**src/rtl/trig_reset_timer_pkg.sv**
```systemverilog
package trig_reset_timer_pkg;

  localparam int ADDR_W = 3;
  localparam int DATA_W = 16;

  localparam logic [ADDR_W-1:0] A_CTRL   = 3'd0;
  localparam logic [ADDR_W-1:0] A_SLAVE  = 3'd1;
  localparam logic [ADDR_W-1:0] A_IEN    = 3'd2;
  localparam logic [ADDR_W-1:0] A_STAT   = 3'd3;
  localparam logic [ADDR_W-1:0] A_DIV    = 3'd4;
  localparam logic [ADDR_W-1:0] A_RELOAD = 3'd5;
  localparam logic [ADDR_W-1:0] A_CMP    = 3'd6;

  localparam logic [2:0] MODE_RESTART = 3'b100;
  localparam logic [2:0] SRC_PIN1     = 3'b101;

  typedef struct packed {
    logic       run;
    logic       ovf_only;
    logic       xor_sel;
    logic [2:0] mode;
    logic [2:0] src;
    logic       inv;
    logic       both;
    logic       ie_trig;
    logic       de_trig;
    logic       ie_upd;
  } cfg_t;

endpackage

```
**src/rtl/trig_reset_timer_regs.sv**
```systemverilog
module trig_reset_timer_regs
  import trig_reset_timer_pkg::*;
#(
  parameter int CNT_W = 16,
  parameter int DIV_W = 16
) (
  input  logic              clk,
  input  logic              rst_n,
  input  logic              wr_en,
  input  logic [ADDR_W-1:0] wr_addr,
  input  logic [DATA_W-1:0] wr_data,
  output cfg_t              cfg,
  output logic [DIV_W-1:0]  div_val,
  output logic [CNT_W-1:0]  reload_pre,
  output logic [CNT_W-1:0]  cmp_pre,
  output logic              clr_upd,
  output logic              clr_trig
);

  cfg_t             cfg_q, cfg_d;
  logic [DIV_W-1:0] div_q, div_d;
  logic [CNT_W-1:0] rel_q, rel_d;
  logic [CNT_W-1:0] cmp_q, cmp_d;
  logic             stat_wr;

  assign stat_wr = wr_en && (wr_addr == A_STAT);

  always_comb begin
    cfg_d = cfg_q;
    div_d = div_q;
    rel_d = rel_q;
    cmp_d = cmp_q;
    if (wr_en) begin
      case (wr_addr)
        A_CTRL: begin
          cfg_d.run      = wr_data[0];
          cfg_d.ovf_only = wr_data[1];
          cfg_d.xor_sel  = wr_data[2];
        end
        A_SLAVE: begin
          cfg_d.mode = wr_data[2:0];
          cfg_d.src  = wr_data[6:4];
          cfg_d.inv  = wr_data[8];
          cfg_d.both = wr_data[9];
        end
        A_IEN: begin
          cfg_d.ie_trig = wr_data[0];
          cfg_d.de_trig = wr_data[1];
          cfg_d.ie_upd  = wr_data[2];
        end
        A_DIV:    div_d = wr_data[DIV_W-1:0];
        A_RELOAD: rel_d = wr_data[CNT_W-1:0];
        A_CMP:    cmp_d = wr_data[CNT_W-1:0];
        default: ;
      endcase
    end
  end

  always_ff @(posedge clk or negedge rst_n) begin
    if (!rst_n) begin
      cfg_q <= '0;
      div_q <= '0;
      rel_q <= '1;
      cmp_q <= '1;
    end else begin
      cfg_q <= cfg_d;
      div_q <= div_d;
      rel_q <= rel_d;
      cmp_q <= cmp_d;
    end
  end

  assign cfg        = cfg_q;
  assign div_val    = div_q;
  assign reload_pre = rel_q;
  assign cmp_pre    = cmp_q;
  assign clr_upd    = stat_wr && !wr_data[0];
  assign clr_trig   = stat_wr && !wr_data[1];

endmodule

```
**src/rtl/trig_reset_timer_edge.sv**
```systemverilog
module trig_reset_timer_edge #(
  parameter int SYNC_STAGES = 2
) (
  input  logic clk,
  input  logic rst_n,
  input  logic pin1,
  input  logic pin2,
  input  logic pin3,
  input  logic xor_sel,
  input  logic inv,
  input  logic both,
  output logic edge_hit
);

  logic                   raw;
  logic [SYNC_STAGES-1:0] sync_q, sync_d;
  logic                   last_q;
  logic                   cur, rise, fall;

  assign raw = xor_sel ? (pin1 ^ pin2 ^ pin3) : pin1;

  generate
    if (SYNC_STAGES == 1) begin : g_one
      assign sync_d = raw;
    end else begin : g_chain
      assign sync_d = {sync_q[SYNC_STAGES-2:0], raw};
    end
  endgenerate

  always_ff @(posedge clk or negedge rst_n) begin
    if (!rst_n) begin
      sync_q <= '0;
      last_q <= 1'b0;
    end else begin
      sync_q <= sync_d;
      last_q <= cur;
    end
  end

  assign cur  = sync_q[SYNC_STAGES-1];
  assign rise = cur & ~last_q;
  assign fall = ~cur & last_q;

  always_comb begin
    if (both)     edge_hit = rise | fall;
    else if (inv) edge_hit = fall;
    else          edge_hit = rise;
  end

endmodule

```
**src/rtl/trig_reset_timer_core.sv**
```systemverilog
module trig_reset_timer_core #(
  parameter int CNT_W = 16,
  parameter int DIV_W = 16
) (
  input  logic             clk,
  input  logic             rst_n,
  input  logic             run,
  input  logic             ovf_only,
  input  logic             trig,
  input  logic [DIV_W-1:0] div_val,
  input  logic [CNT_W-1:0] reload_pre,
  input  logic [CNT_W-1:0] cmp_pre,
  output logic [CNT_W-1:0] cnt,
  output logic             cmp_hit,
  output logic             upd_evt
);

  logic [CNT_W-1:0] cnt_q, cnt_d;
  logic [DIV_W-1:0] pc_q, pc_d;
  logic [CNT_W-1:0] rel_act_q, rel_act_d;
  logic [CNT_W-1:0] cmp_act_q, cmp_act_d;
  logic             div_tc, wrap;

  assign div_tc = run && (pc_q >= div_val);
  assign wrap   = div_tc && (cnt_q == rel_act_q);

  always_comb begin
    cnt_d     = cnt_q;
    pc_d      = pc_q;
    rel_act_d = rel_act_q;
    cmp_act_d = cmp_act_q;
    upd_evt   = trig ? !ovf_only : wrap;
    if (trig) begin
      cnt_d = '0;
      pc_d  = '0;
    end else if (run) begin
      if (div_tc) begin
        pc_d  = '0;
        cnt_d = wrap ? '0 : cnt_q + 1'b1;
      end else begin
        pc_d = pc_q + 1'b1;
      end
    end
    if (upd_evt) begin
      rel_act_d = reload_pre;
      cmp_act_d = cmp_pre;
    end
  end

  always_ff @(posedge clk or negedge rst_n) begin
    if (!rst_n) begin
      cnt_q     <= '0;
      pc_q      <= '0;
      rel_act_q <= '1;
      cmp_act_q <= '1;
    end else begin
      cnt_q     <= cnt_d;
      pc_q      <= pc_d;
      rel_act_q <= rel_act_d;
      cmp_act_q <= cmp_act_d;
    end
  end

  assign cnt     = cnt_q;
  assign cmp_hit = (cnt_q == cmp_act_q);

endmodule

```
**src/rtl/trig_reset_timer_flags.sv**
```systemverilog
module trig_reset_timer_flags (
  input  logic clk,
  input  logic rst_n,
  input  logic trig,
  input  logic upd_evt,
  input  logic clr_trig,
  input  logic clr_upd,
  input  logic ie_trig,
  input  logic de_trig,
  input  logic ie_upd,
  output logic trig_flag,
  output logic upd_flag,
  output logic irq,
  output logic dma_req
);

  logic tf_q, tf_d;
  logic uf_q, uf_d;
  logic dma_q, dma_d;

  always_comb begin
    tf_d  = trig ? 1'b1 : (clr_trig ? 1'b0 : tf_q);
    uf_d  = upd_evt ? 1'b1 : (clr_upd ? 1'b0 : uf_q);
    dma_d = trig && de_trig;
  end

  always_ff @(posedge clk or negedge rst_n) begin
    if (!rst_n) begin
      tf_q  <= 1'b0;
      uf_q  <= 1'b0;
      dma_q <= 1'b0;
    end else begin
      tf_q  <= tf_d;
      uf_q  <= uf_d;
      dma_q <= dma_d;
    end
  end

  assign trig_flag = tf_q;
  assign upd_flag  = uf_q;
  assign dma_req   = dma_q;
  assign irq       = (tf_q && ie_trig) || (uf_q && ie_upd);

endmodule

```
**src/rtl/trig_reset_timer.sv**
```systemverilog
module trig_reset_timer
  import trig_reset_timer_pkg::*;
#(
  parameter int CNT_W       = 16,
  parameter int DIV_W       = 16,
  parameter int SYNC_STAGES = 2
) (
  input  logic              clk,
  input  logic              rst_n,
  input  logic              wr_en,
  input  logic [ADDR_W-1:0] wr_addr,
  input  logic [DATA_W-1:0] wr_data,
  input  logic              tin1,
  input  logic              tin2,
  input  logic              tin3,
  output logic [CNT_W-1:0]  cnt_o,
  output logic              cmp_hit_o,
  output logic              upd_flag_o,
  output logic              trig_flag_o,
  output logic              irq_o,
  output logic              dma_req_o
);

  logic [1:0]       rst_pipe_q;
  logic             rst_sync_n;
  cfg_t             cfg;
  logic [DIV_W-1:0] div_val;
  logic [CNT_W-1:0] reload_pre, cmp_pre;
  logic             clr_upd, clr_trig;
  logic             edge_hit, trig_ok, upd_evt;
  logic             run_en, ovf_only;

  always_ff @(posedge clk or negedge rst_n) begin
    if (!rst_n) rst_pipe_q <= 2'b00;
    else        rst_pipe_q <= {rst_pipe_q[0], 1'b1};
  end
  assign rst_sync_n = rst_pipe_q[1];

  trig_reset_timer_regs #(.CNT_W(CNT_W), .DIV_W(DIV_W)) u_regs (
    .clk(clk), .rst_n(rst_sync_n), .wr_en(wr_en), .wr_addr(wr_addr),
    .wr_data(wr_data), .cfg(cfg), .div_val(div_val),
    .reload_pre(reload_pre), .cmp_pre(cmp_pre),
    .clr_upd(clr_upd), .clr_trig(clr_trig)
  );

  trig_reset_timer_edge #(.SYNC_STAGES(SYNC_STAGES)) u_edge (
    .clk(clk), .rst_n(rst_sync_n), .pin1(tin1), .pin2(tin2), .pin3(tin3),
    .xor_sel(cfg.xor_sel), .inv(cfg.inv), .both(cfg.both),
    .edge_hit(edge_hit)
  );

  assign trig_ok  = edge_hit && (cfg.mode == MODE_RESTART) && (cfg.src == SRC_PIN1);
  assign run_en   = cfg.run;
  assign ovf_only = cfg.ovf_only;

  trig_reset_timer_core #(.CNT_W(CNT_W), .DIV_W(DIV_W)) u_core (
    .clk(clk), .rst_n(rst_sync_n), .run(run_en), .ovf_only(ovf_only),
    .trig(trig_ok), .div_val(div_val), .reload_pre(reload_pre),
    .cmp_pre(cmp_pre), .cnt(cnt_o), .cmp_hit(cmp_hit_o), .upd_evt(upd_evt)
  );

  trig_reset_timer_flags u_flags (
    .clk(clk), .rst_n(rst_sync_n), .trig(trig_ok), .upd_evt(upd_evt),
    .clr_trig(clr_trig), .clr_upd(clr_upd), .ie_trig(cfg.ie_trig),
    .de_trig(cfg.de_trig), .ie_upd(cfg.ie_upd), .trig_flag(trig_flag_o),
    .upd_flag(upd_flag_o), .irq(irq_o), .dma_req(dma_req_o)
  );

endmodule

```
**config.mk**
```make
export PLATFORM = sky130hd
export DESIGN_NAME = trig_reset_timer
export DESIGN_NICKNAME = d
export VERILOG_FILES = /design/src/rtl/trig_reset_timer_pkg.sv /design/src/rtl/trig_reset_timer_regs.sv /design/src/rtl/trig_reset_timer_edge.sv /design/src/rtl/trig_reset_timer_core.sv /design/src/rtl/trig_reset_timer_flags.sv /design/src/rtl/trig_reset_timer.sv
export SDC_FILE = /design/constraint.sdc
export NUM_CORES = 1
export LEC_CHECK = 0
export BUFFER_PORTS_ARGS = -buffer_cell sky130_fd_sc_hd__buf_2
export CAP_MARGIN = 20
export CORE_MARGIN = 3
export CORE_UTILIZATION = 45
export CTS_BUF_LIST = sky130_fd_sc_hd__clkbuf_8
export DETAILED_ROUTE_END_ITERATION = 12
export PLACE_DENSITY = 0.71
export SLEW_MARGIN = 20
export SYNTH_ARGS = -nofsm -noshare
export SYNTH_HDL_FRONTEND = slang
export SYNTH_SLANG_ARGS = --single-unit
export TNS_END_PERCENT = 5
```
**constraint.sdc**
```tcl
create_clock -name clk -period 5.06 [get_ports clk]
set_clock_uncertainty 0.15 [all_clocks]
set_input_delay 0.506 -clock clk [delete_from_list [all_inputs] [get_ports clk]]
set_output_delay 0.506 -clock clk [all_outputs]
set_load 0.1 [all_outputs]
```
### Word-level counts from Yosys, hierarchy flattened

Index checks and enable logic that the tools add are counted.

* flip-flop bits (word level): 134
* input bits: 25
* output and inout port bits: 21
* word-level logic and storage cells: 84

* add/sub/neg operators: 2
* order comparisons: 1
* eq/ne operators: 10
* mux-type cells: 15
* bitwise gates (word level): 7
* reductions and logical operators: 26

Operators with widths (number)
* $mux 16: 7
* $add 16x1->16 const B: 2
* $eq 16x16->1: 2
* $ge 16x16->1: 1
* $eq 3x3->1 const B: 5
* $reduce_and 2->1: 7
* $logic_and 1x1->1: 10
* $mux 1: 8
* $reduce_bool 2->1: 4
* $eq 3x2->1 const B: 2
* $eq 3x1->1 const B: 1
* $logic_not 1->1: 3
* $logic_not 3->1: 1
* $and 1x1->1: 2
* $not 1->1: 2
* $xor 1x1->1: 2
* $logic_or 1x1->1: 1
* $or 1x1->1: 1

### Depth between registers and ports, before layout

Gate-level depths: netlist of run 1.

* depth after elaboration: 8
* mapped depth: 9
* mapped depth without buffers: 8

### By module

Synthesis of run 1 repeated with hierarchy kept, for this count alone.

* cell total of the unflattened synthesis: 647
* area, all modules: 7049.3 sq um

By module, submodules not included
* trig_reset_timer_core: instances 1, cells an instance 481, area each 4224.1 sq um, sequential area each 1641.6 sq um
* trig_reset_timer_regs: instances 1, cells an instance 138, area each 2484.9 sq um, sequential area each 1591.5 sq um
* trig_reset_timer_edge: instances 1, cells an instance 13, area each 147.6 sq um, sequential area each 75.1 sq um
* trig_reset_timer_flags: instances 1, cells an instance 9, area each 113.9 sq um, sequential area each 75.1 sq um
* trig_reset_timer: instances 1, cells an instance 6, area each 78.8 sq um, sequential area each 50.0 sq um

### Worst setup path after synthesis of run 1

OpenSTA, ideal clock, no wires.

* path kind: reg2out
* start: reg u_core.cnt_q[12], in the netlist u_core.cnt[12]
* end: out cmp_hit_o
* data arrival time: 4.343 ns
* data required time: 4.404 ns
* slack: 0.061 ns
* stages on the path, launching flop included: 5
* buffers on the path: 1
* cell sequence: dfrtp_1 clkbuf_1 xnor2_1 nand4_1 nor4_1

* cells in the longest elaborated chain, start to end: 1

RTL lines
* start, declared: line trig_reset_timer_core.sv:18 `logic [CNT_W-1:0] cnt_q, cnt_d;`
* start signal, assigned: line trig_reset_timer_core.sv:57 `cnt_q <= cnt_d;`
* $eq 16x16->1: line trig_reset_timer_core.sv:65 `assign cmp_hit = (cnt_q == cmp_act_q);`
* end, declared: line trig_reset_timer.sv:17 `output logic cmp_hit_o,`

Every way passes these cells.

### Final worst setup path of run 1

* start: reg u_core.pc_q[13]
* end: reg u_core.pc_q[6]

* cells in the longest elaborated chain, start to end: 5

RTL lines
* start, declared: line trig_reset_timer_core.sv:19 `logic [DIV_W-1:0] pc_q, pc_d;`
* start signal, assigned: line trig_reset_timer_core.sv:58 `pc_q <= pc_d;`
* $ge 16x16->1: line trig_reset_timer_core.sv:24 `assign div_tc = run && (pc_q >= div_val);`
* $logic_and 1x1->1: line trig_reset_timer_core.sv:24
* $mux 16: line trig_reset_timer_core.sv:37 `if (div_tc) begin`
* $mux 16: line trig_reset_timer_core.sv:36 `end else if (run) begin`
* $mux 16: line trig_reset_timer_core.sv:33 `if (trig) begin`

Every way passes these cells. The select of a mux whose other input is x is not followed.
A chain may end at the register's enable or synchronous reset.

==> results by stage, run 1 <==
Status:
- The run finished with clean final reports.

Clocking:
- In this run, CTS created clock tree buffers numbering 17.
- After clock tree synthesis, the clock-pin slew on the worst setup and hold paths is 0.07 ns.
- The tree is rooted in a clkbuf_8.
- At the later pin of the worst-skew pair, clock insertion delay measures 0.44 ns.
- The CTS tree is yes.
- The clock sink count is approximately 130.
- Counting along the longest clock path gives a buffer depth of 2.
- CTS built an H-tree with a depth of 4.

Synth:
- The synthesized design devotes to its leading area cell type between 20% and 30% of total area.
- Summing every instance area after synthesis gives 6680 um^2.
- After synthesis, the netlist uses 57 different library cells.
- The register area share after synthesis is 51.4%.
- Yosys mapped a number of flops with a built-in enable equal to 0.
- The mean instance size in the synthesized netlist is 12.1 um^2.
- The top cell type by total area after synthesis is dfrtp_1.
- After synthesis the netlist holds a flip-flop and latch count of between 100 and 150.
- The Yosys step of the flow raised 0 warnings.
- The top flip-flop cell by instance count after synthesis is dfrtp_1.
- After technology mapping, the gate count stands at 551.
- After synthesis, the cell types taking the most area are dfrtp_1, dfstp_2, mux2_2.
- The number of nets handed over by synthesis was approximately 600.
- In the synthesized netlist the async set-or-reset flop fraction comes to 100%.

STA:
- The total count of hold-check failures in the final report came to 0.
- Setup violations remaining at the end of the flow were counted as 0.
- After layout, the worst path uses 65.3% of the clock period.
- Headroom to the max-slew limit came out at between 20% and 30%.
- For the pin with the worst max-slew slack, the measured transition is 1.05 ns.
- Based on the critical path, the design can be clocked at up to 0.302 GHz.
- The number of pins with negative max-slew slack in the final report is 0.
- The clock period could shrink to 3.31 ns.
- Setup repair after global routing left no endpoint under its margin.
- The setup TNS is 0 ns.

Power and ir drop:
- The maximum vdd ir drop is a little under 200 uV.
- The switching component of the power is 1.15 mW.
- The internal power of the cells totals 2.48 mW.
- Sequential cells account for 44.4% of the total power.
- The power density normalized to cell area is 483 nW/um^2.
- After layout, the design draws a total of 3.64 mW.
- The leakage component of the power is 3.41 nW.
- In this run switching power makes up approximately a third of total power.
- In this run, the combinational gates consume 27.5% of the power.
- The clock network burns 28.1% of the power.

Floorplan:
- The region available for standard cell placement spans 14200 um^2.
- 46 I/O pins were placed.
- The y dimension of the die is 128 um.
- The starting density of the core is 47.0%.
- The horizontal die dimension is 128 um.
- The initialized floorplan defines 43 standard-cell rows.
- The die covers 16300 um^2.

Detailed routing:
- The number of design rule violations left after detail routing is 0.
- The final route contains roughly 4400 vias.
- The final wirelength is 14000 um.
- The wire length per cell is 17.7 um.
- The per-cell via count in the routed design is 5.61.
- The number of nets with antenna violations after detailed routing is 0.
- The detailed-router iteration count before antenna repair is 5.
- The number of violations reported at the end of detailed-routing iteration 0 is 270.

Place:
- Input and output buffers added on the ports amount to 45.
- At the end of routability-driven placement, the weighted congestion stood at ~0.85.
- The HPWL after detailed placement is 9830 um.

Finish:
- Cells with a size suffix above 1 make up between 30% and 40% of the layout.
- From synthesis to final layout, the design area changed by 12.6%.
- The number of antenna diodes in the final layout is 0.
- The library cell used most frequently in the layout, excluding fill and tap cells, is dfrtp_1.
- The top cell types in the final layout, fill and taps aside, are dfrtp_1, dfstp_2, mux2_2.
- The net count of the finished layout is between 600 and 700.
- The total of fill cells in the finished design is roughly 1200.

Critical path:
- The worst setup path is of the register to register kind.
- The worst path buffer plus inverter count is 0.
- The cell family contributing the most delay on the critical path is compound AO/OA/AOI/OAI gates.
- The biggest fanout along the worst timing path is 19.
- The required time of the critical path is ~5.3 ns.
- The startpoint kind of the worst setup timing path is a register.
- The capturing element type of the critical path is a register.
- The critical path's largest stage delay is 0.71 ns.
- The arrival time at the worst endpoint is around 3.5 ns.
- The slowest cell on the critical path is o31ai_4.
- The cell occurring most often along the worst timing path is a21o_1.
- The critical path goes through ha_1 -> a21o_1 -> a21o_1 -> a2111o_1 -> o31ai_4 -> nand2_1 -> nor2_1.

Flow run:
- Across the run, the number of max-cap violations was 0.

GRT:
- The first global-routing pass estimated 22900 um of wire.
- The number of global-route vias before repair is around 4500.
- The largest net degree at the start of global routing is 81.
- The number of antenna violations at the first check in global routing is 0.
- After global routing the overflow that remains totals 0.
- For this run, the total global-route usage over all layers was measured as 18.1%.

Min path:
- The path class of the lowest-slack min-delay path is register to asynchronous set/reset pin.
-- Yosys cell counts, types with 3 or more instances --
cell and instances:
buf_12 3, xor2_1 26, a21oi_1 22, ha_1 20, nor3_1 3, mux2_4 30
inv_1 21, nor3b_1 4, and3_1 4, or3b_2 3, a31oi_1 3, xnor2_1 19
nand2_1 33, and4_1 3, nand3_1 16, mux2_2 49, and2_1 4, clkbuf_1 15
nand4_1 14, o21ai_0 34, or3_1 9, dfstp_2 64, nor2_1 26, dfrtp_1 70
nand4b_1 5, buf_2 5, a21o_1 3, nor4_1 7
-- through the flow --
stage | setup WS [ns] | hold WS [ns] | util (%) | cells | cell area (um^2)
final | 1.75 | 0.0753 | 53.0 | 788 | 7520
after global placement | 1.96 | 0.141 | 49.2 | 752 | 6980
after global routing | 1.56 | 0.0515 | 53.0 | 788 | 7520
after CTS | 1.78 | 0.0609 | 52.6 | 785 | 7460
after floorplan | 0.0607 | 0.0604 | - | 551 | 6680
after detailed placement | 1.82 | 0.143 | 49.2 | 752 | 6980
-- power by group through the flow --
| stage | Combinational [mW] | Clock [mW] | Sequential, mW |
|---|---|---|---|
| 3_5_place_dp | 0.985 | 0 | 1.64 |
| 4_1_cts | 0.991 | 1.04 | 1.62 |
| 3_3_place_gp | 0.954 | 0 | 1.63 |
| 5_1_grt | 1.09 | 1.09 | 1.65 |
| 6_report | 0.999 | 1.02 | 1.61 |
| 2_1_floorplan | 0.716 | 0 | 1.65 |
-- sequential cells by signal (all words and copies together), names as in the netlist, 2 cells and up --
| signal | cells |
|---|---|
| u_regs.reload_pre | 16 |
| u_regs.div_val | 16 |
| u_regs.cfg | 14 |
| u_regs.cmp_pre | 16 |
| u_core.rel_act_q | 16 |
| u_core.pc_q | 16 |
| u_core.cmp_act_q | 16 |
| u_edge.sync_q | 2 |
| u_core.cnt | 16 |
| rst_pipe_q | 2 |
-- path summary, 6_finish.rpt --
kind                                 startpoint           endpoint  slack (ns)  cells after the start
worst min register to register    rst_pipe_q[1]  u_regs.div_val[4]        0.08                      0
max in group asynchronous         rst_pipe_q[1]  u_regs.div_val[9]        3.72                      1
worst min-delay path              rst_pipe_q[1]  u_regs.div_val[4]        0.08                      0
min in group clk                           tin1   u_edge.sync_q[0]        0.10                      2
worst max-delay path            u_core.pc_q[13]     u_core.pc_q[6]        1.75                      7
worst max register to register  u_core.pc_q[13]     u_core.pc_q[6]        1.75                      7
-- what timing repair did --
item                                   in CTS  in global routing
resized for setup                           0                  0
endpoints found under the hold margin       2                  0
hold buffers                                1                  0
setup buffers                               0                  0
-- logic make-up (layout without fill, tap and decap cells) --
family | count (synthesis) | count (layout) | share of synthesized area [%]
DFF | 134 | 134 | 51.4
buffers and inverters | 49 | 106 | 3.88
and+or+nand+nor | 144 | 144 | 12.3
other | 1 | 1 | 0.0561
xor gates and xnor gates | 45 | 45 | 5.90
muxes | 79 | 79 | 15.0
adders and majority gates | 20 | 20 | 3.75
AOI/OAI and AO/OA | 79 | 79 | 7.72
-- area by class of cell --
type / count / area, um^2 / share of cell area (%)
clock buffers: 24 / 330 / 4.39
flip-flops and latches: 134 / 3440 / 45.7
inverters: 22 / 82.6 / 1.10
well taps: 180 / 225 / 2.99
multi-input cells: 368 / 3000 / 39.8
repair buffers: 52 / 312 / 4.14
clock inverters: 8 / 140 / 1.86
-- layer usage --
layer / global-route usage [%] / vias up / share of wire [%]
met1: 24.0 / 2255 / 45
met2: 28.8 / 111 / 49
met5: 0 / - / 0
met3: 5.00 / 16 / 4.7
li1: - / 2041 / -
met4: 5.93 / 0 / 1.2
No activity file was read; power rests on OpenSTA's default activity.
==> run 2, diff against run 1 <==
ABC_AREA = 1   (was unset)
PLACE_DENSITY = 0.74   (was 0.71)
clock period = 2.8 ns   (was 5.06 ns; I/O delays follow)
==> run 2 against run 1 <==
Effect of this change:
- global-route usage increased by 1.9 points
- worst hold slack got worse by 0.055 ns
- combinational power is 96% higher
- power is 87% higher
- wire length increased by 12%
==> results by stage, run 2 <==
Status:
- The run finished with clean final reports.

Detailed routing:
- The count of nets left with antenna violations once routing finished came out at 0.
- After detailed routing, no signal wire sits above met4.
- The number of design rule violations left after detail routing is 0.
- The sum of met3 wire segment lengths after detailed routing is 992 um.
- The count of vias placed by the detailed router is 5389.
- In the routed layout, each cell is associated on average with a via count of 5.19.
- The wire length per cell is 15.0 um.
- The post-route met1 wirelength is 7080 um.
- Wire segments on met2 add up to 7300 um in the final route.
- The detailed-router iteration count before antenna repair is 5.
- The number of violations reported at the end of detailed-routing iteration 0 is 488.
- The final layout contains routed wiring with a total length of 15600 um.

Critical path:
- The capturing element type of the critical path is a primary output.
- The setup check on the worst reg-to-reg path leaves a slack of 0.38 ns.
- For the worst flop-to-flop path, the logic depth is 12.
- For the worst setup path, the data arrival time is 2.14 ns.
- The startpoint of the worst register-to-register path is u_core.pc_q[9].
- In this run the worst path has a maximum fanout of 8.
- The worst setup path is launched from a register.
- The setup path with the least slack is of type register to primary output.
- The startpoint of the most critical setup path is u_core.cnt[0].
- The worst register-to-register path ends at u_core.cnt[7].
- Data on the critical path is required at its endpoint by 2.37 ns.

Clocking:
- The post-CTS setup buffer count is 0.
- Clock tree synthesis selected as its root buffer the cell clkbuf_8.
- TritonCTS built the clock tree.
- The number of buffers inserted during clock tree synthesis is 17.
- The maximum clock insertion buffer count is 2.
- The clock-pin slew reported for the worst setup and hold paths after clock tree synthesis is 0.08 ns.
- CTS built an H-tree with a depth of 4.
- For the worst-skew pair, the clock arrives at the later sink with an insertion delay of around 0.45 ns.
- Clock tree synthesis found a total of 134 sinks.

STA:
- For this run, the top clock speed supported by timing is between 0.3 and 0.4 GHz.
- Setup violations remaining at the end of the flow were counted as 0.
- The tightest hold path in the finished design has a slack of slightly above 0.02 ns.
- The slew at the pin closest to its max-slew limit is 0.976 ns.
- The final critical path takes up 91.9% of the cycle.
- The total count of hold-check failures in the final report was 0.
- The number of pins with negative max-slew slack in the final report is 0.
- The relative slew slack is 34.8%.
- Setup total negative slack on the finished layout was measured at 0 ns.
- Setup repair after global routing left no endpoint under its margin.
- The shortest clock period the worst path allows after layout is between 2 and 3 ns.

Synth:
- The cell with the most instances after synthesis is nand2_1.
- The synthesized design spends more area on one cell type than any other, namely dfrtp_1.
- The number of different library cells in the post-synthesis netlist is 36.
- By count the netlist is led by nand2_1, inv_1, nand3_1, o21ai_0, dfrtp_1.
- For this run, the register share of the synthesized area comes to 50.0%.
- The area of the mapped netlist is 6870 um^2.
- In this run, synthesis produced a sequential element count of approximately 130.
- Sorting the synthesized cells by area gives the leading types as dfrtp_1, dfstp_2, nand2_1.
- The area share of the largest cell type after synthesis is 25.5%.
- The post-synthesis instance total is about 800.
- In the synthesized netlist the async set-or-reset flop fraction comes to 100%.
- The mean instance size in the synthesized netlist is 8.62 um^2.
- Among all flip-flop cells after synthesis, the most frequent one is dfrtp_1.
- The number of synthesized flops with an enable pin is 0.
- When the netlist entered floorplanning its net count stood at 842.
- The Yosys warning count is 0.

Finish:
- The share of post-route cells with drive strength above 1 is 19.6%.
- Leaving out fill and tap cells, the most frequent cell in the layout is nand2_1.
- The final layout contains 887 nets.
- The filler-free cell count of the finished design is 1039.
- Leaving out fill and tap cells, the most frequent cells in the layout are nand2_1, inv_1, nand3_1.
- The sequential cells in the finished layout cover a total of 3440 um^2.
- The total of fill cells in the finished design is 1370.
- Compared with the post-synthesis result, the final layout area differs by 12.5%.
- 0 antenna diodes ended up in the layout.
- The multi-input combinational cells in the finished layout cover a total of ~2900 um^2.

Place:
- The wire-length estimate of the detail-placed layout is 10700 um.
- Port buffering added 45 buffers.
- The routability congestion estimate is 0.875.
- The total placed cells including tap cells is 993.

Floorplan:
- The number of top-level pins is 46.
- The floorplan step defined a die boundary enclosing 16800 um^2.
- Once the floorplan was initialized, standard cells occupied approximately 47% of the core.
- The y dimension of the die is 130 um.
- The floorplan core area is between 10000 and 15000 um^2.
- The horizontal die dimension is 130 um.
- The number of cell rows is 44.

GRT:
- The global router's overall resource usage is approximately a fifth.
- The first-pass GRT wire length is about 27000 um.
- The number of antenna violations at the first check in global routing is 0.
- Entering global routing, the biggest net connects 50 pins.
- For this run the aggregate overflow at the end of global routing stands at 0.
- The number of global-route vias before repair is 5281.

Min path:
- The startpoint of the lowest-slack hold path is wr_data[3].
- For hold timing, the worst endpoint is u_regs.reload_pre[3].
- The min-delay analysis places its worst path in the category primary input to register.
- The worst hold path passes through 3 cells.

Power and ir drop:
- For this design the static power due to leakage is 3.76 nW.
- The maximum vdd ir drop is 477 uV.
- For this design the ratio of total power to cell area is 880 nW/um^2.

Flow run:
- The tool flagged a number of max-cap violations equal to 0.
## run 2: what timing repair did
item / 4_1_cts / 5_1_grt
hold buffers: 14 / 0
hold endpoints to repair: 23 / 0
gates resized for setup: 0 / 1
setup endpoints to repair: 0 / 1
## run 2: report_power, final
| part | total [mW] | switching (mW) | internal (mW) |
|---|---|---|---|
| Clock | 1.87 | 0.810 | 1.06 |
| Sequential | 2.97 | 0.424 | 2.54 |
| Combinational | 1.96 | 1.29 | 0.672 |
| Total | 6.80 | 2.52 | 4.28 |
## run 2: cell families after synthesis
family          synth area share, %
compound gates                 6.99
xor+xnor                       6.08
fa+ha+maj                      3.64
buf+inv                        8.41
flops                          50.0
other cells                  0.0546
simple gates                   24.9
## run 2: worst max-delay path by stage
stage / slack, ns / endpoint
after global placement: 0.50 / u_core.pc_q[9]
final: 0.23 / cmp_hit_o
after detailed placement: 0.43 / u_core.pc_q[9]
after global routing: 0.06 / cmp_hit_o
after CTS: 0.09 / cmp_hit_o
after floorplan: -0.39 / cmp_hit_o
## run 2: metrics by stage
step	util (%)	area, um^2	setup slack (ns)	total power [mW]
after floorplan	-	6880	-0.387	4.47
after global placement	48.3	7130	0.504	4.87
after detailed placement	48.3	7130	0.435	4.92
after CTS	52.4	7730	0.0917	6.83
after global routing	52.4	7730	0.0563	7.23
final	52.4	7730	0.228	6.80
## run 2: final cells by class
cell class,count,area share [%]
flip-flops and latches,134,44.5
multi-input cells,542,37.1
repair buffers,66,5.60
inverters,81,3.93
clock buffers,17,3.03
well taps,184,2.98
clock inverters,15,2.93
## run 2: critical path, cell delays in order, from the launching register on
cell and delay (ns):
dfrtp_1 0.60, xnor2_1 0.17, nand4_1 0.17, nor3_1 0.19, nor3b_2 0.21, clkbuf_4 0.36
## run 2: per-layer routing
metal	vias up	global-route usage (%)
li1	2652	-
met1	2575	28.1
met2	144	31.3
met3	18	4.66
met4	0	5.20
met5	-	0
==> run 3, diff against run 2 <==
--- a/constraint.sdc
+++ b/constraint.sdc
@@ -3,3 +3,3 @@
 set_input_delay 0.28 -clock clk [delete_from_list [all_inputs] [get_ports clk]]
 set_output_delay 0.28 -clock clk [all_outputs]
-set_load 0.1 [all_outputs]
+set_load 0.01 [all_outputs]
==> run 3 against run 2 <==
Effect of this change:
- maximum frequency up 5.1%
- via count up 1.7%
- wire length up 0.73%
- register-to-register slack better by 0.02 ns
- clock-buffer cell count up 6
- core utilization about the same
- critical path depth up 1
- sequential power about the same
- critical path type unchanged
- non-clock buffer count up 3
- sequential cell count unchanged
- combinational power down 19%
==> results by stage, run 3 (synthesis gave the netlist of run 2 again) <==
Status:
- The run finished with clean final reports.

Finish:
- The growth of design area from synthesis to finish is 12.4%.
- The total of fill cells in the finished design is 1419.
- The net count of the finished layout is 890.
- The area of all placed cells without fillers is 7720 um^2.
- The number of antenna diodes in the final layout is 0.
- The share of post-route cells with drive strength above 1 is 19.6%.
- The top cell types in the final layout, fill and taps aside, are nand2_1, inv_1, nand3_1.
- Leaving out fill and tap cells, the most frequent cell in the layout is nand2_1.

GRT:
- The number of global-route vias before repair is 5228.
- The number of antenna violations at the first check in global routing is 0.
- The final global-route overflow total is 0.
- The first global-routing pass estimated 26300 um of wire.
- Across every metal layer, demand over resource in global routing totals between 10% and 20%.
- The largest net degree at the start of global routing is 50.

Detailed routing:
- The detailed-router iteration count before antenna repair is 5.
- Dividing the detail-routed wire length by the instance count gives 15.1 um.
- The count of nets left with antenna violations once routing finished came out at 0.
- The final wirelength is ~16000 um.
- The number of violations reported at the end of detailed-routing iteration 0 is 406.
- The per-cell via count in the routed design is 5.26.
- The number of design rule violations left after detail routing is 0.
- The count of vias placed by the detailed router is about 5500.

STA:
- The number of pins with negative max-slew slack in the final report is 0.
- The shortest clock period the worst path allows after layout is between 2 and 2.5 ns.
- The total count of hold-check failures in the final report is 0.
- For the final routed database, the setup TNS stands at 0 ns.
- The highest attainable clock frequency is 0.409 GHz.
- The number of setup violations in the final report is 0.
- Setup repair after global routing left no endpoint under its margin.
- Of the available clock period, the critical path in the final layout requires 87.4%.
- For the pin with the worst max-slew slack, the measured transition is between 0.9 and 1 ns.
- In this run the tightest slew margin relative to its limit is 34.3%.

Floorplan:
- The floorplan core area is 14800 um^2.
- Pin placement for this block handled 46 I/O pins.
- The die outline area is roughly 17000 um^2.
- The number of cell rows is 44.
- The horizontal die dimension is 130 um.
- Once the floorplan was initialized, standard cells occupied 46.6% of the core.
- In this run the vertical extent of the chip is 130 um.

Clocking:
- The master cell of the clock root buffer is clkbuf_8.
- For the worst-skew pair, the clock arrives at the later sink with an insertion delay of approximately 0.46 ns.
- Buffers inserted during clock tree synthesis total 17.
- The maximum clock insertion buffer count is 2.
- The H-tree depth reported by CTS is 4.
- For this design, the sink count on the clock tree is ~130.
- TritonCTS built the clock tree.
- The clock-pin slew reported for the worst setup and hold paths after clock tree synthesis is 0.07 ns.
- Once the clock tree was built, the setup fixing pass inserted 0 buffers.

Critical path:
- The required time of the critical path is 2.37 ns.
- The arrival time at the worst endpoint is between 2 and 2.5 ns.
- Of all nets on the critical path, the largest fanout is 7.
- The classification of the worst setup path is register to primary output.
- The capturing element type of the critical path is a primary output.
- STA classifies the critical path startpoint as a register.

Power and ir drop:
- The maximum vdd ir drop is 357 uV.
- The power density normalized to cell area is slightly above 800 nW/um^2.
- The analysis attributes to cell leakage a power of 3.78 nW.
- Total power for the finished layout comes to 6.30 mW.

Place:
- After legalization and detailed placement, the total HPWL measured 10900 um.
- At the end of routability-driven placement, the weighted congestion stood at 0.859.
- The placed instance area is 7140 um^2.
- The count of input and output buffers is 45.

Flow run:
- Across the run, the number of max-cap violations was 0.

Min path:
- The path class of the lowest-slack min-delay path is primary input to register.
## run 3: changes by cell type in the layout (fill, tap and decap cells not counted), sizes merged
cell      before  now
clkbuf        18   23
clkinv         5    3
clkinvlp       3    1
bufinv         5    3
buf           51   55
## run 3: layout make-up
type,count,area (um^2),area share [%]
Timing Repair Buffer,69,453,5.86
Clock inverter,9,124,1.60
Tap cell,184,230,2.98
Inverter,81,304,3.94
Multi-Input combinational cell,542,2860,37.0
Sequential cell,134,3440,44.5
Clock buffer,23,317,4.10
## run 3: path summary, 6_finish.rpt
| check | cells after the start | slack [ns] | start | endpoint |
|---|---|---|---|---|
| max | 6 | 0.35 | u_core.cnt[0] | cmp_hit_o |
| min | 3 | 0.04 | wr_data[5] | u_regs.cmp_pre[5] |
| max reg2reg | 12 | 0.40 | u_core.pc_q[9] | u_core.cnt[11] |
| min reg2reg | 0 | 0.13 | rst_pipe_q[1] | u_edge.sync_q[0] |
| max in group asynchronous | 1 | 1.56 | rst_pipe_q[1] | u_core.rel_act_q[12] |
| min in group asynchronous | 0 | 0.13 | rst_pipe_q[1] | u_edge.sync_q[0] |
## run 3: routing by layer
| layer | vias up | routed length, um | track usage (%) |
|---|---|---|---|
| met3 | 33 | 1080 | 5.23 |
| met1 | 2591 | 7220 | 27.7 |
| li1 | 2664 | - | - |
| met5 | - | 0 | 0 |
| met4 | 0 | 323 | 6.97 |
| met2 | 191 | 7060 | 30.4 |
## run 3: power breakdown
group | total (mW) | leakage [nW] | switching, mW | internal (mW)
sequential | 2.95 | 1.57 | 0.409 | 2.54
clock | 1.76 | 0.231 | 0.745 | 1.02
combinational | 1.58 | 1.98 | 0.909 | 0.674
total | 6.30 | 3.78 | 2.06 | 4.24
## run 3: timing repair
action	in CTS	in global routing
hold buffers	14	0
hold endpoints to repair	20	0
gates resized for setup	0	0
setup endpoints to repair	0	0
## run 3: metrics by stage
step                std cells  util, %  setup WS, ns  hold WS [ns]
global placement          996     48.4         0.495       -0.0831
CTS                      1042     52.4         0.365       0.00570
global route             1042     52.4         0.123        0.0516
finish                   1042     52.4         0.352        0.0391
detailed placement        996     48.4         0.428       -0.0831
floorplan                 797        -         0.482        -0.166
## run 3: worst max-delay path, cell delays in order (launching register included)
cell	delay [ns]
dfrtp_1	0.40
buf_4	0.18
xnor2_1	0.17
nand4_1	0.16
nor3_1	0.17
nor3b_1	0.29
buf_2	0.19
